`src/rtl/mbx_pkg.sv`:
```
package mbx_pkg;

    localparam int unsigned PORTS = 2;
    localparam int unsigned LEFT  = 0;
    localparam int unsigned RIGHT = 1;

    // one pending bit per port, 1 = interrupt raised
    typedef struct packed {
        logic [PORTS-1:0] pend;
    } mbx_state_t;

endpackage

```
`src/rtl/mbx_port_dec.sv`:
```
module mbx_port_dec #(
    parameter int unsigned AW        = 16,
    parameter logic [AW-1:0] OWN_BOX = '1,
    parameter logic [AW-1:0] PEER_BOX = '1
) (
    input  logic          sel,
    input  logic          wr,
    input  logic          oe,
    input  logic [AW-1:0] addr,
    input  logic          busy,
    output logic          set_peer,
    output logic          clr_own
);

    logic live;

    always_comb begin
        live     = sel && !busy;
        set_peer = live && wr && (addr == PEER_BOX);
        clr_own  = live && !wr && oe && (addr == OWN_BOX);
    end

endmodule

```
`src/rtl/mbx_flag_next.sv`:
```
module mbx_flag_next (
    input  logic cur,
    input  logic set_req,
    input  logic clr_req,
    output logic nxt
);

    always_comb begin
        if (set_req) begin
            nxt = 1'b1;
        end else if (clr_req) begin
            nxt = 1'b0;
        end else begin
            nxt = cur;
        end
    end

endmodule

```
`src/rtl/mbx_irq_ctrl.sv`:
```
module mbx_irq_ctrl
    import mbx_pkg::*;
#(
    parameter int unsigned AW = 16
) (
    input  logic          clk,
    input  logic          rst_n,
    input  logic          l_sel,
    input  logic          l_wr,
    input  logic          l_oe,
    input  logic [AW-1:0] l_addr,
    input  logic          l_busy,
    input  logic          r_sel,
    input  logic          r_wr,
    input  logic          r_oe,
    input  logic [AW-1:0] r_addr,
    input  logic          r_busy,
    output logic          l_irq_n,
    output logic          r_irq_n
);

    localparam logic [AW-1:0] R_BOX = {AW{1'b1}};
    localparam logic [AW-1:0] L_BOX = R_BOX - 1'b1;

    logic [PORTS-1:0]   sel_v;
    logic [PORTS-1:0]   wr_v;
    logic [PORTS-1:0]   oe_v;
    logic [PORTS-1:0]   busy_v;
    logic [AW-1:0]      addr_v [PORTS];
    logic [PORTS-1:0]   set_peer;
    logic [PORTS-1:0]   clr_own;
    logic [PORTS-1:0]   set_in;
    logic [PORTS-1:0]   nxt_v;

    mbx_state_t st_d;
    mbx_state_t st_q;

    always_comb begin
        sel_v[LEFT]    = l_sel;
        sel_v[RIGHT]   = r_sel;
        wr_v[LEFT]     = l_wr;
        wr_v[RIGHT]    = r_wr;
        oe_v[LEFT]     = l_oe;
        oe_v[RIGHT]    = r_oe;
        busy_v[LEFT]   = l_busy;
        busy_v[RIGHT]  = r_busy;
        addr_v[LEFT]   = l_addr;
        addr_v[RIGHT]  = r_addr;
        // a flag is set by the opposite port
        set_in[LEFT]   = set_peer[RIGHT];
        set_in[RIGHT]  = set_peer[LEFT];
    end

    for (genvar p = 0; p < PORTS; p++) begin : g_port
        localparam logic [AW-1:0] OWN  = (p == LEFT) ? L_BOX : R_BOX;
        localparam logic [AW-1:0] PEER = (p == LEFT) ? R_BOX : L_BOX;

        mbx_port_dec #(
            .AW       (AW),
            .OWN_BOX  (OWN),
            .PEER_BOX (PEER)
        ) dec_i (
            .sel      (sel_v[p]),
            .wr       (wr_v[p]),
            .oe       (oe_v[p]),
            .addr     (addr_v[p]),
            .busy     (busy_v[p]),
            .set_peer (set_peer[p]),
            .clr_own  (clr_own[p])
        );

        mbx_flag_next nxt_i (
            .cur     (st_q.pend[p]),
            .set_req (set_in[p]),
            .clr_req (clr_own[p]),
            .nxt     (nxt_v[p])
        );
    end

    always_comb begin
        st_d      = st_q;
        st_d.pend = nxt_v;
    end

    always_ff @(posedge clk or negedge rst_n) begin
        if (!rst_n) begin
            st_q <= '0;
        end else begin
            st_q <= st_d;
        end
    end

    assign l_irq_n = ~st_q.pend[LEFT];
    assign r_irq_n = ~st_q.pend[RIGHT];

endmodule

```
`config.mk`:
```
export PLATFORM = sky130hd
export DESIGN_NAME = mbx_irq_ctrl
export DESIGN_NICKNAME = d
export VERILOG_FILES = /design/src/rtl/mbx_pkg.sv /design/src/rtl/mbx_port_dec.sv /design/src/rtl/mbx_flag_next.sv /design/src/rtl/mbx_irq_ctrl.sv
export SDC_FILE = /design/constraint.sdc
export NUM_CORES = 1
export LEC_CHECK = 0
export BUFFER_PORTS_ARGS = -buffer_cell sky130_fd_sc_hd__buf_2
export CAP_MARGIN = 15
export CELL_PAD_IN_SITES_DETAIL_PLACEMENT = 1
export CELL_PAD_IN_SITES_GLOBAL_PLACEMENT = 1
export CORE_MARGIN = 3
export CORE_UTILIZATION = 12
export CTS_CLUSTER_SIZE = 14
export DETAILED_ROUTE_END_ITERATION = 6
export PLACE_DENSITY_LB_ADDON = 0.1
export SLEW_MARGIN = 20
export SYNTH_ARGS = -nofsm -noshare
export SYNTH_HDL_FRONTEND = slang
export SYNTH_HIERARCHICAL = 1
export SYNTH_SLANG_ARGS = --single-unit
```
`constraint.sdc`:
```
create_clock -name clk -period 1.9 [get_ports clk]
set_input_delay 0.285 -clock clk [delete_from_list [all_inputs] [get_ports clk]]
set_output_delay 0.285 -clock clk [all_outputs]
set_load 0.005 [all_outputs]
```
==> results by group, run 1 <==
Status
  • Outcome: finished clean

Global route
  • GRT met1 Usage: 10.8%
  • Gr busiest metal: met2
  • First-pass GRT wire length: 1410 um
  • Largest net degree at the start of global routing: 3
  • Total gr overflow: 0
  • Initial antenna violation count: 0
  • Number of global-route vias before repair: 396
  • Met2 Use GR: 12.3%
  • Overall routing resource usage: 9.40%
  • GR Util met3: 4.14%

Cells and area
  • Share of layout cells above drive strength 1: 63.2%
  • Area delta synth->final: 129%
  • Most common cell after layout, fill and taps aside: buf_2
  • Antenna diodes: 0
  • Register area: about 50 um2
  • Final Net Count: 120
  • Area of the multi-input gates: 139 um2
  • Fill cell count: around 210
  • Max reg flops: 2
  • Regs by FF count: st_q x2
  • Core Util, Final: 30.5%
  • Most frequent cells in the layout: buf_2, nand4_1, inv_1, nand2_1, clkbuf_4
  • Top reg by flops: st_q

Detailed routing
  • Vias/cell: between 4 and 5
  • Final wirelength: 956 um
  • Vias post-DR: 398
  • DRT Pass-1 Iters: 1
  • Antenna Nets Post-Route: 0
  • Mean routed wirelength per cell: around 10 um
  • DRC Markers: 0
  • DRT iter0 DRCs: 0

Worst setup path
  • Top fanout value on the critical path: 2
  • CP Launch Type: input pin
  • CP Capture Type: register
  • Crit Path Category: in2reg
  • Worst EP arrival: 1.30 ns
  • Worst EP required: 2.01 ns

Placed design
  • Gp weighted congestion: 0.587
  • HPWL after detailed placement: 906 um
  • I/O Buffers: 43

Floorplan
  • Starting density of the core: 13.3%
  • DIE WIDTH: about 48 um
  • I/O pin cnt: 44
  • Row cnt: 14
  • Core Box Area: 1560 um2
  • Die height: 47.6 um
  • Die area: between 2000 and 2500 um2

Logic synthesis
  • Synth Warn #: 6
  • Synth area leaders: dfrtp_1, nand4_1, inv_1
  • Register bit total from synthesis: 2
  • Largest area contributor in the synthesized netlist: dfrtp_1
  • Mapped Area: between 200 and 250 um2
  • Syn_nets: 71
  • Register area share after synthesis: between 20% and 30%
  • Mapped Cells: 29
  • Area share of the largest cell type after synthesis: 24.1%
  • Synth unique cells: 12
  • Avg Cell Area, Syn: 7.16 um2

STA
  • Tcrit/Tclk final: 62.9%
  • Final setup TNS: 0 ns
  • Worst slew margin: 79.4%
  • Worst Skew: 0 ns
  • Fmax achieved: 837 MHz
  • Final min period: 1.19 ns
  • Max-slew violations: 0
  • Hold Fails Final Rpt: 0
  • Final setup vio count: 0
  • Slew @ Worst Pin: 0.307 ns
  • RSZ-0062 raised after global routing: no

Clock tree
  • CTS clk-pin slew, worst paths: roughly 0.03 ns
  • CTS root buf: clkbuf_4
  • Sink Count: 2
  • Worst-skew pair later-pin latency: 0.22 ns
  • Max Root-Sink Buffers: 2
  • TritonCTS buffer count: 3
  • H-Tree Depth: 1
  • CTS tree: done

Pwr
  • Clock power share: 50.6%
  • VDD IR max: 0.126 mV
  • Switching Fraction: between 20% and 30%
  • Seq pwr share: roughly 23%
  • Power density cells: 390 nW/um2
  • Sw Pwr: 0.0000395 W
  • Lkg Pwr: 0.266 nW
  • Internal power: 0.000146 W
  • Comb power frac: 26.3%

Hold path
  • Hold Crit Class: in2async

Flow run
  • # Max-Cap Violations: 0
## stage by stage
step	instance area, um2	worst slack, ns	hold WS (ns)	cells	total power, W
after CTS	475	0.697	0.364	92	0.000194
after global routing	475	0.619	0.373	92	0.000209
after global placement	443	0.483	0.0731	88	0.0000901
after floorplan	208	0.605	-0.0106	29	0.0000490
after detailed placement	443	0.462	0.0729	88	0.0000915
final	475	0.705	0.377	92	0.000186
## final timing paths
check	slack, ns	to	depth (start not counted)	start
max	0.71	st_q[1]	6	r_addr[13]
min	0.38	st_q[0]	2	rst_n
max reg2reg	1.25	st_q[1]	1	st_q[1]
min reg2reg	0.48	st_q[0]	1	st_q[0]
max in group asynchronous	1.42	st_q[1]	2	rst_n
min in group clk	0.38	st_q[1]	4	r_wr
## cell type report
type,count,share of cell area (%)
clock buffers,3,4.74
inverters,5,3.95
multi-input cells,22,29.2
flip-flops and latches,2,10.5
well taps,16,4.21
repair buffers,44,47.4
## power groups by stage
stage          clock network [W]  registers, W   logic [W]
5_1_grt                 0.000111     0.0000429   0.0000561
3_5_place_dp                   0     0.0000434   0.0000481
4_1_cts                 0.000101     0.0000429   0.0000497
6_report               0.0000939     0.0000429   0.0000488
3_3_place_gp                   0     0.0000434   0.0000467
2_1_floorplan                  0     0.0000434  0.00000564
## critical path: stages
cell and delay, ns:
buf_2 0.08, nand4_1 0.08, or3_4 0.38, nor4_2 0.24, inv_1 0.06, a21o_1 0.18
## cell families after synthesis
logic type	synth area share (%)
buffers and inverters	9.04
and+or+nand+nor	59.6
DFF	24.1
AOI/OAI and AO/OA	7.23
## synth_stat cells
cell     count
dfrtp_1      2
or3_4        1
nand2_1      5
nor3_1       2
nand4_1      6
a21o_1       2
and4_1       2
or3_1        1
inv_1        5
nor2_1       1
nor4_1       1
nor4_2       1
## routing by layer
metal | share of wire, % | up-vias
met4 | 0 | 0
met2 | 51 | 24
met3 | 12 | 0
met1 | 38 | 171
met5 | 0 | -
li1 | - | 203
## timing repair
| action | 4_1_cts | 5_1_grt |
|---|---|---|
| buffers inserted | 0 | 0 |
| hold buffers | 1 | 0 |
| resized for setup | 0 | 0 |
| endpoints found under the hold margin | 2 | 0 |
No activity file was read; power rests on OpenSTA's default activity.
==> run 2: changes to the inputs <==
CORE_UTILIZATION = 10   (was 12)
clock period = 0.95 ns   (was 1.9 ns; I/O delays follow)
==> results by group, run 2 (synthesis gave the netlist of run 1 again) <==
Placed design
  • Gp weighted congestion: 0.616 (was 0.587)
  • I/O Buffers: 43 (unchanged)
  • Cell Area, Placed: 454 um2 (was 443 um2)

Worst setup path
  • CP endpoint: st_q[1] (unchanged)
  • CP delay by family, top: simple AND/OR/NAND/NOR gates (unchanged)
  • CP Launch Point: r_addr[3] (was r_addr[13])
  • Worst R2R End: st_q[1] (unchanged)
  • Critical Path Max Stage Delay: 0.39 ns (was 0.38 ns)
  • Worst-path cell chain: buf_6 > nand4_1 > or3_4 > nor4_4 > inv_1 > a21o_1 (was buf_2 > nand4_1 > or3_4 > nor4_2 > inv_1 > a21o_1)
  • R2r worst-path depth: 1 (unchanged)
  • Top fanout value on the critical path: 2 (unchanged)
  • CP Launch Type: input pin (unchanged)
  • Worst EP arrival: 1.11 ns (was 1.30 ns)
  • CP bufs+invs: 2 (unchanged)
  • Flop2flop setup slack: 0.31 ns (was 1.25 ns)
  • CP Capture Type: register (unchanged)
  • Crit Path Category: in2reg (unchanged)
  • Worst EP required: 1.06 ns (was 2.01 ns)
  • Worst r2r src: st_q[1] (unchanged)
  • Cell with the largest stage delay on the worst path: or3_4 (unchanged)
  • WP depth: 6 (unchanged)

Cells and area
  • Share of layout cells above drive strength 1: 64.5% (was 63.2%)
  • Final Cell Area: 519 um2 (was 475 um2)
  • Max reg flops: 2 (unchanged)
  • Regs by FF count: st_q x2 (unchanged)
  • Most common cell after layout, fill and taps aside: buf_2 (unchanged)
  • Top reg by flops: st_q (unchanged)
  • Most frequent cells in the layout: buf_2, nand4_1, inv_1, nand2_1 (was buf_2, nand4_1, inv_1, nand2_1, clkbuf_4)
  • Area delta synth->final: 150% (was 129%)
  • Antenna diodes: 0 (unchanged)
  • Fill cell count: 251 (was 214)
  • Final Net Count: 120 (unchanged)

Global route
  • Initial antenna violation count: 0 (unchanged)
  • Number of global-route vias before repair: 387 (was 396)
  • Overall routing resource usage: 6.49% (was 9.40%)
  • Total gr overflow: 0 (unchanged)
  • First-pass GRT wire length: 1320 um (was 1410 um)
  • Largest net degree at the start of global routing: 3 (unchanged)

Clock tree
  • H-Tree Depth: 1 (unchanged)
  • TritonCTS buffer count: 3 (unchanged)
  • CTS root buf: clkbuf_4 (unchanged)
  • Sink Count: 2 (unchanged)
  • CTS tree: done (unchanged)
  • Post-CTS Setup Repair Bufs: 0 (unchanged)
  • Worst-skew pair later-pin latency: 0.22 ns (about the same)
  • CTS clk-pin slew, worst paths: 0.03 ns (about the same)
  • Max Root-Sink Buffers: 2 (unchanged)

Detailed routing
  • Vias/cell: 3.86 (was 4.33)
  • DRC Markers: 0 (unchanged)
  • DRT iter0 DRCs: 0 (unchanged)
  • Final wirelength: 970 um (was 956 um)
  • Antenna Nets Post-Route: 0 (unchanged)
  • DRT Pass-1 Iters: 1 (unchanged)
  • Mean routed wirelength per cell: 9.60 um (was 10.4 um)
  • Vias post-DR: 390 (was 398)

Hold path
  • Hold Crit Class: in2async (unchanged)

STA
  • RSZ-0062 raised after global routing: yes (was no)
  • Max-slew violations: 0 (unchanged)
  • Worst Skew: 0 ns (unchanged)
  • Slew @ Worst Pin: 0.268 ns (was 0.307 ns)
  • Hold Fails Final Rpt: 0 (unchanged)
  • Worst slew margin: 82.0% (was 79.4%)
  • Final setup vio count: 1 (was 0)
  • Final setup TNS: -0.0567 ns (was 0 ns)
  • Fmax achieved: 993 MHz
  • Final min period: 1.01 ns
  • Hold_ws: 0.236 ns (was 0.377 ns)
  • Slack of the critical path: -0.0567 ns (was 0.705 ns)
  • Tcrit/Tclk final: 106%

Pwr
  • VDD IR max: 0.216 mV (was 0.126 mV)
  • Power density cells: 721 nW/um2 (was 390 nW/um2)
  • Lkg Pwr: 0.280 nW (was 0.266 nW)

Status
  • Outcome: finished with violations (was finished clean)
  • Violated checks: negative setup slack

Floorplan
  • DIE WIDTH: 51.6 um (was 47.6 um)
  • Core Box Area: 1840 um2 (was 1560 um2)
  • Die height: 51.6 um (was 47.6 um)
  • Row cnt: 15 (was 14)
  • Die area: 2660 um2 (was 2270 um2)
  • Starting density of the core: 11.3% (was 13.3%)
  • I/O pin cnt: 44 (unchanged)

Flow run
  • # Max-Cap Violations: 0 (unchanged)
-- run 2: layer usage --
| metal | vias up | GRT usage [%] | part of all wire (%) | routed length [um] |
|---|---|---|---|---|
| met5 | - | 0 | 0 | 0 |
| met4 | 0 | 3.93 | 0 | 0 |
| met3 | 0 | 2.01 | 14 | 139 |
| met2 | 22 | 10.8 | 54 | 528 |
| met1 | 166 | 7.16 | 31 | 302 |
| li1 | 202 | - | - | - |
-- run 2: power breakdown --
group          internal, W  leakage [nW]  switching (W)
logic            0.0000749         0.239      0.0000328
registers        0.0000859        0.0280  0.00000000723
clock network     0.000139        0.0138      0.0000419
-- run 2: final cells by class --
cell class | count | area (um2) | share of cell area [%]
well taps | 25 | 31.3 | 6.02
multi-input cells | 22 | 153 | 29.4
flip-flops and latches | 2 | 50.0 | 9.64
inverters | 5 | 18.8 | 3.61
repair buffers | 44 | 244 | 47.0
clock buffers | 3 | 22.5 | 4.34
-- run 2: worst min-delay path by stage --
stage          depth (start not counted)  slack, ns       to
6_report                               2       0.24  st_q[0]
5_1_grt                                2       0.23  st_q[0]
4_1_cts                                4       0.22  st_q[1]
3_5_place_dp                           1      -0.07  st_q[1]
3_3_place_gp                           1      -0.07  st_q[1]
2_1_floorplan                          0      -0.15  st_q[0]
-- run 2: what timing repair did --
item	4_1_cts	5_1_grt
gates resized for setup	4	1
endpoints found under the setup margin	1	2
cloned	0	0
pin swaps	4	1
endpoints found under the hold margin	2	0
hold buffers	1	0
-- run 2: metrics by stage --
stage                     cells  util (%)  total power, W  worst slack, ns
final                       101      28.2        0.000374          -0.0567
after global routing        101      28.2        0.000407           -0.128
after CTS                   101      27.8        0.000387          -0.0474
after detailed placement     97      24.7        0.000183           -0.336
after global placement       97      24.7        0.000181           -0.324
after floorplan              29         -       0.0000981           -0.202
==> run 3: changes to the inputs <==
ABC_AREA = 1   (was not set)
CORE_UTILIZATION = 11   (was 10)
==> results by group, run 3 <==
Logic synthesis
  • Number of synthesized flops with an enable pin: 0 (unchanged)
  • Largest area contributor in the synthesized netlist: nand2_1 (was dfrtp_1)
  • Register area share after synthesis: 19.9% (was 24.1%)
  • Syn_nets: 95 (was 71)
  • Synth Flop Type: dfrtp_1 (unchanged)
  • Commonest cells post-synth: nand2_1, nor2_1, inv_1, nor3_1 (was nand4_1, inv_1, nand2_1)
  • Synth area leaders: nand2_1, dfrtp_1, nor2_1 (was dfrtp_1, nand4_1, inv_1)
  • Synth unique cells: 7 (was 12)
  • Mapped Cells: 53 (was 29)
  • Synth Warn #: 6 (unchanged)
  • Asr flop ratio synth: 100% (unchanged)
  • Area share of the largest cell type after synthesis: 37.3% (was 24.1%)
  • Avg Cell Area, Syn: 4.75 um2 (was 7.16 um2)
  • Mapped Area: 251 um2 (was 208 um2)
  • Register bit total from synthesis: 2 (unchanged)
  • Most frequent cell after synthesis: nand2_1 (was nand4_1)

Floorplan
  • I/O pin cnt: 44 (unchanged)
  • DIE WIDTH: 53.8 um (was 51.6 um)
  • Starting density of the core: 12.2% (was 11.3%)
  • Die height: 53.8 um (was 51.6 um)
  • Die area: 2900 um2 (was 2660 um2)
  • Row cnt: 16 (was 15)
  • Core Box Area: 2060 um2 (was 1840 um2)

Cells and area
  • Max reg flops: 2 (unchanged)
  • Final Net Count: 144 (was 120)
  • Fill cell count: 297 (was 251)
  • Top reg by flops: st_q (unchanged)
  • Most common cell after layout, fill and taps aside: buf_2 (unchanged)
  • Most frequent cells in the layout: buf_2, nand2_1, nor2_1 (was buf_2, nand4_1, inv_1, nand2_1)
  • Antenna diodes: 0 (unchanged)
  • Regs by FF count: st_q x2 (unchanged)
  • Share of layout cells above drive strength 1: 46.0% (was 64.5%)
  • Area delta synth->final: 112% (was 150%)
  • Area of the multi-input gates: 168 um2 (was 153 um2)
  • Register area: 50.0 um2 (unchanged)
  • Finished Layout Cells: 127 (was 101)

Worst setup path
  • Worst r2r src: st_q[0] (was st_q[1])
  • Crit Path Category: reg2out (was in2reg)
  • Critical Path Max Stage Delay: 0.37 ns (was 0.39 ns)
  • Worst EP arrival: 0.73 ns (was 1.11 ns)
  • Worst-path cell chain: inv_1 > buf_2 (was buf_6 > nand4_1 > or3_4 > nor4_4 > inv_1 > a21o_1)
  • Cell with the largest stage delay on the worst path: dfrtp_1 (was or3_4)
  • CP Launch Type: register (was input pin)
  • Worst EP required: 0.81 ns (was 1.06 ns)
  • Flop2flop setup slack: 0.36 ns (was 0.31 ns)
  • CP Launch Point: st_q[0] (was r_addr[3])
  • Worst R2R End: st_q[0] (was st_q[1])
  • CP Capture Type: output port (was register)
  • R2r worst-path depth: 2 (was 1)
  • Top fanout value on the critical path: 2 (unchanged)
  • CP endpoint: l_irq_n (was st_q[1])

Global route
  • Met2 Use GR: 12.1% (was 10.8%)
  • First-pass GRT wire length: 1480 um (was 1320 um)
  • GR Util met3: 3.05% (was 2.01%)
  • Initial antenna violation count: 0 (unchanged)
  • Total gr overflow: 0 (unchanged)
  • GRT met1 Usage: 7.55% (was 7.16%)
  • Overall routing resource usage: 7.38% (was 6.49%)
  • Largest net degree at the start of global routing: 3 (unchanged)
  • Number of global-route vias before repair: 416 (was 387)
  • Gr busiest metal: met2 (unchanged)

Detailed routing
  • Vias post-DR: 469 (was 390)
  • DRT iter0 DRCs: 2 (was 0)
  • Vias/cell: 3.69 (was 3.86)
  • DRT Pass-1 Iters: 3 (was 1)
  • Mean routed wirelength per cell: 8.41 um (was 9.60 um)
  • DRC Markers: 0 (unchanged)
  • Final wirelength: 1070 um (was 970 um)
  • Antenna Nets Post-Route: 0 (unchanged)

Hold path
  • Hold Crit Class: in2async (unchanged)

Clock tree
  • Worst-skew pair later-pin latency: 0.22 ns (about the same)
  • CTS root buf: clkbuf_4 (unchanged)
  • H-Tree Depth: 1 (unchanged)
  • CTS tree: done (unchanged)
  • CTS clk-pin slew, worst paths: 0.03 ns (about the same)
  • Post-CTS Setup Repair Bufs: 0 (unchanged)
  • TritonCTS buffer count: 3 (unchanged)
  • Hold buffer count at cts: 1 (unchanged)
  • Post-CTS Resized: 0 (was 4)
  • Max Root-Sink Buffers: 2 (unchanged)
  • Sink Count: 2 (unchanged)

STA
  • Tcrit/Tclk final: 92.3% (was 106%)
  • Hold Fails Final Rpt: 0 (unchanged)
  • Max-slew violations: 0 (unchanged)
  • Final setup TNS: 0 ns (was -0.0567 ns)
  • Fmax achieved: 1140 MHz (was 993 MHz)
  • Final min period: 0.877 ns (was 1.01 ns)
  • Worst slew margin: 86.7% (was 82.0%)
  • Final setup vio count: 0 (was 1)
  • RSZ-0062 raised after global routing: no (was yes)
  • Slew @ Worst Pin: 0.199 ns (was 0.268 ns)
  • Worst Skew: 0 ns (unchanged)

Placed design
  • I/O Buffers: 43 (unchanged)
  • Inst Count DP: 123 (was 97)
  • HPWL after detailed placement: approximately 1000 um
  • Gp weighted congestion: 0.642 (was 0.616)

Flow run
  • # Max-Cap Violations: 0 (unchanged)

Pwr
  • Lkg Pwr: 0.299 nW (was 0.280 nW)
  • Power density cells: 722 nW/um2 (was 721 nW/um2)
  • VDD IR max: 0.167 mV (was 0.216 mV)

Status
  • Outcome: finished clean (was finished with violations)
run 3: changes by cell type after synthesis, sizes merged, moves of 4 or more:
cell	before	now
inv	5	9
nand2	5	25
nand4	6	1
nor2	1	10
run 3: per-stage QoR:
step / utilization [%] / area, um2 / hold slack (ns) / total power, W / setup slack (ns)
6_report: 25.8 / 533 / 0.237 / 0.000385 / 0.0734
5_1_grt: 25.8 / 533 / 0.231 / 0.000428 / 0.0204
4_1_cts: 25.8 / 533 / 0.229 / 0.000401 / 0.0614
3_5_place_dp: 24.3 / 500 / -0.0682 / 0.000201 / 0.0456
3_3_place_gp: 24.3 / 500 / -0.0685 / 0.000197 / 0.0469
2_1_floorplan: - / 251 / -0.153 / 0.000113 / 0.222
run 3: worst max-delay path, delay by kind of cell, from the launching register on:
| family | cells | cell delay, ns |
|---|---|---|
| DFF | 1 | 0.37 |
| buffers and inverters | 2 | 0.15 |
run 3: logic make-up after synthesis:
logic type | synth area share [%]
simple gates | 66.7
buf+inv | 13.4
flops | 19.9
run 3: worst min-delay path by stage:
stage / startpoint / end
after floorplan: rst_n / st_q[0]
after global placement: rst_n / st_q[0]
after detailed placement: rst_n / st_q[1]
after CTS: rst_n / st_q[0]
after global routing: rst_n / st_q[0]
final: rst_n / st_q[0]
run 3: per-layer routing:
layer	routed length (um)	up-vias
li1	-	253
met1	441	189
met2	497	27
met3	129	0
met4	0	0
met5	0	-
run 3: final cells by class:
class / count / share of cell area, %
Multi-Input combinational cell: 42 / 31.5
Tap cell: 27 / 6.34
Clock buffer: 3 / 4.23
Inverter: 9 / 6.34
Sequential cell: 2 / 9.39
Timing Repair Buffer: 44 / 42.3
run 3: power breakdown:
part,internal [W],switching [W],leakage [nW]
sequential,0.0000859,0.00000000814,0.0280
combinational,0.0000739,0.0000417,0.257
clock,0.000139,0.0000446,0.0138
total,0.000299,0.0000863,0.299
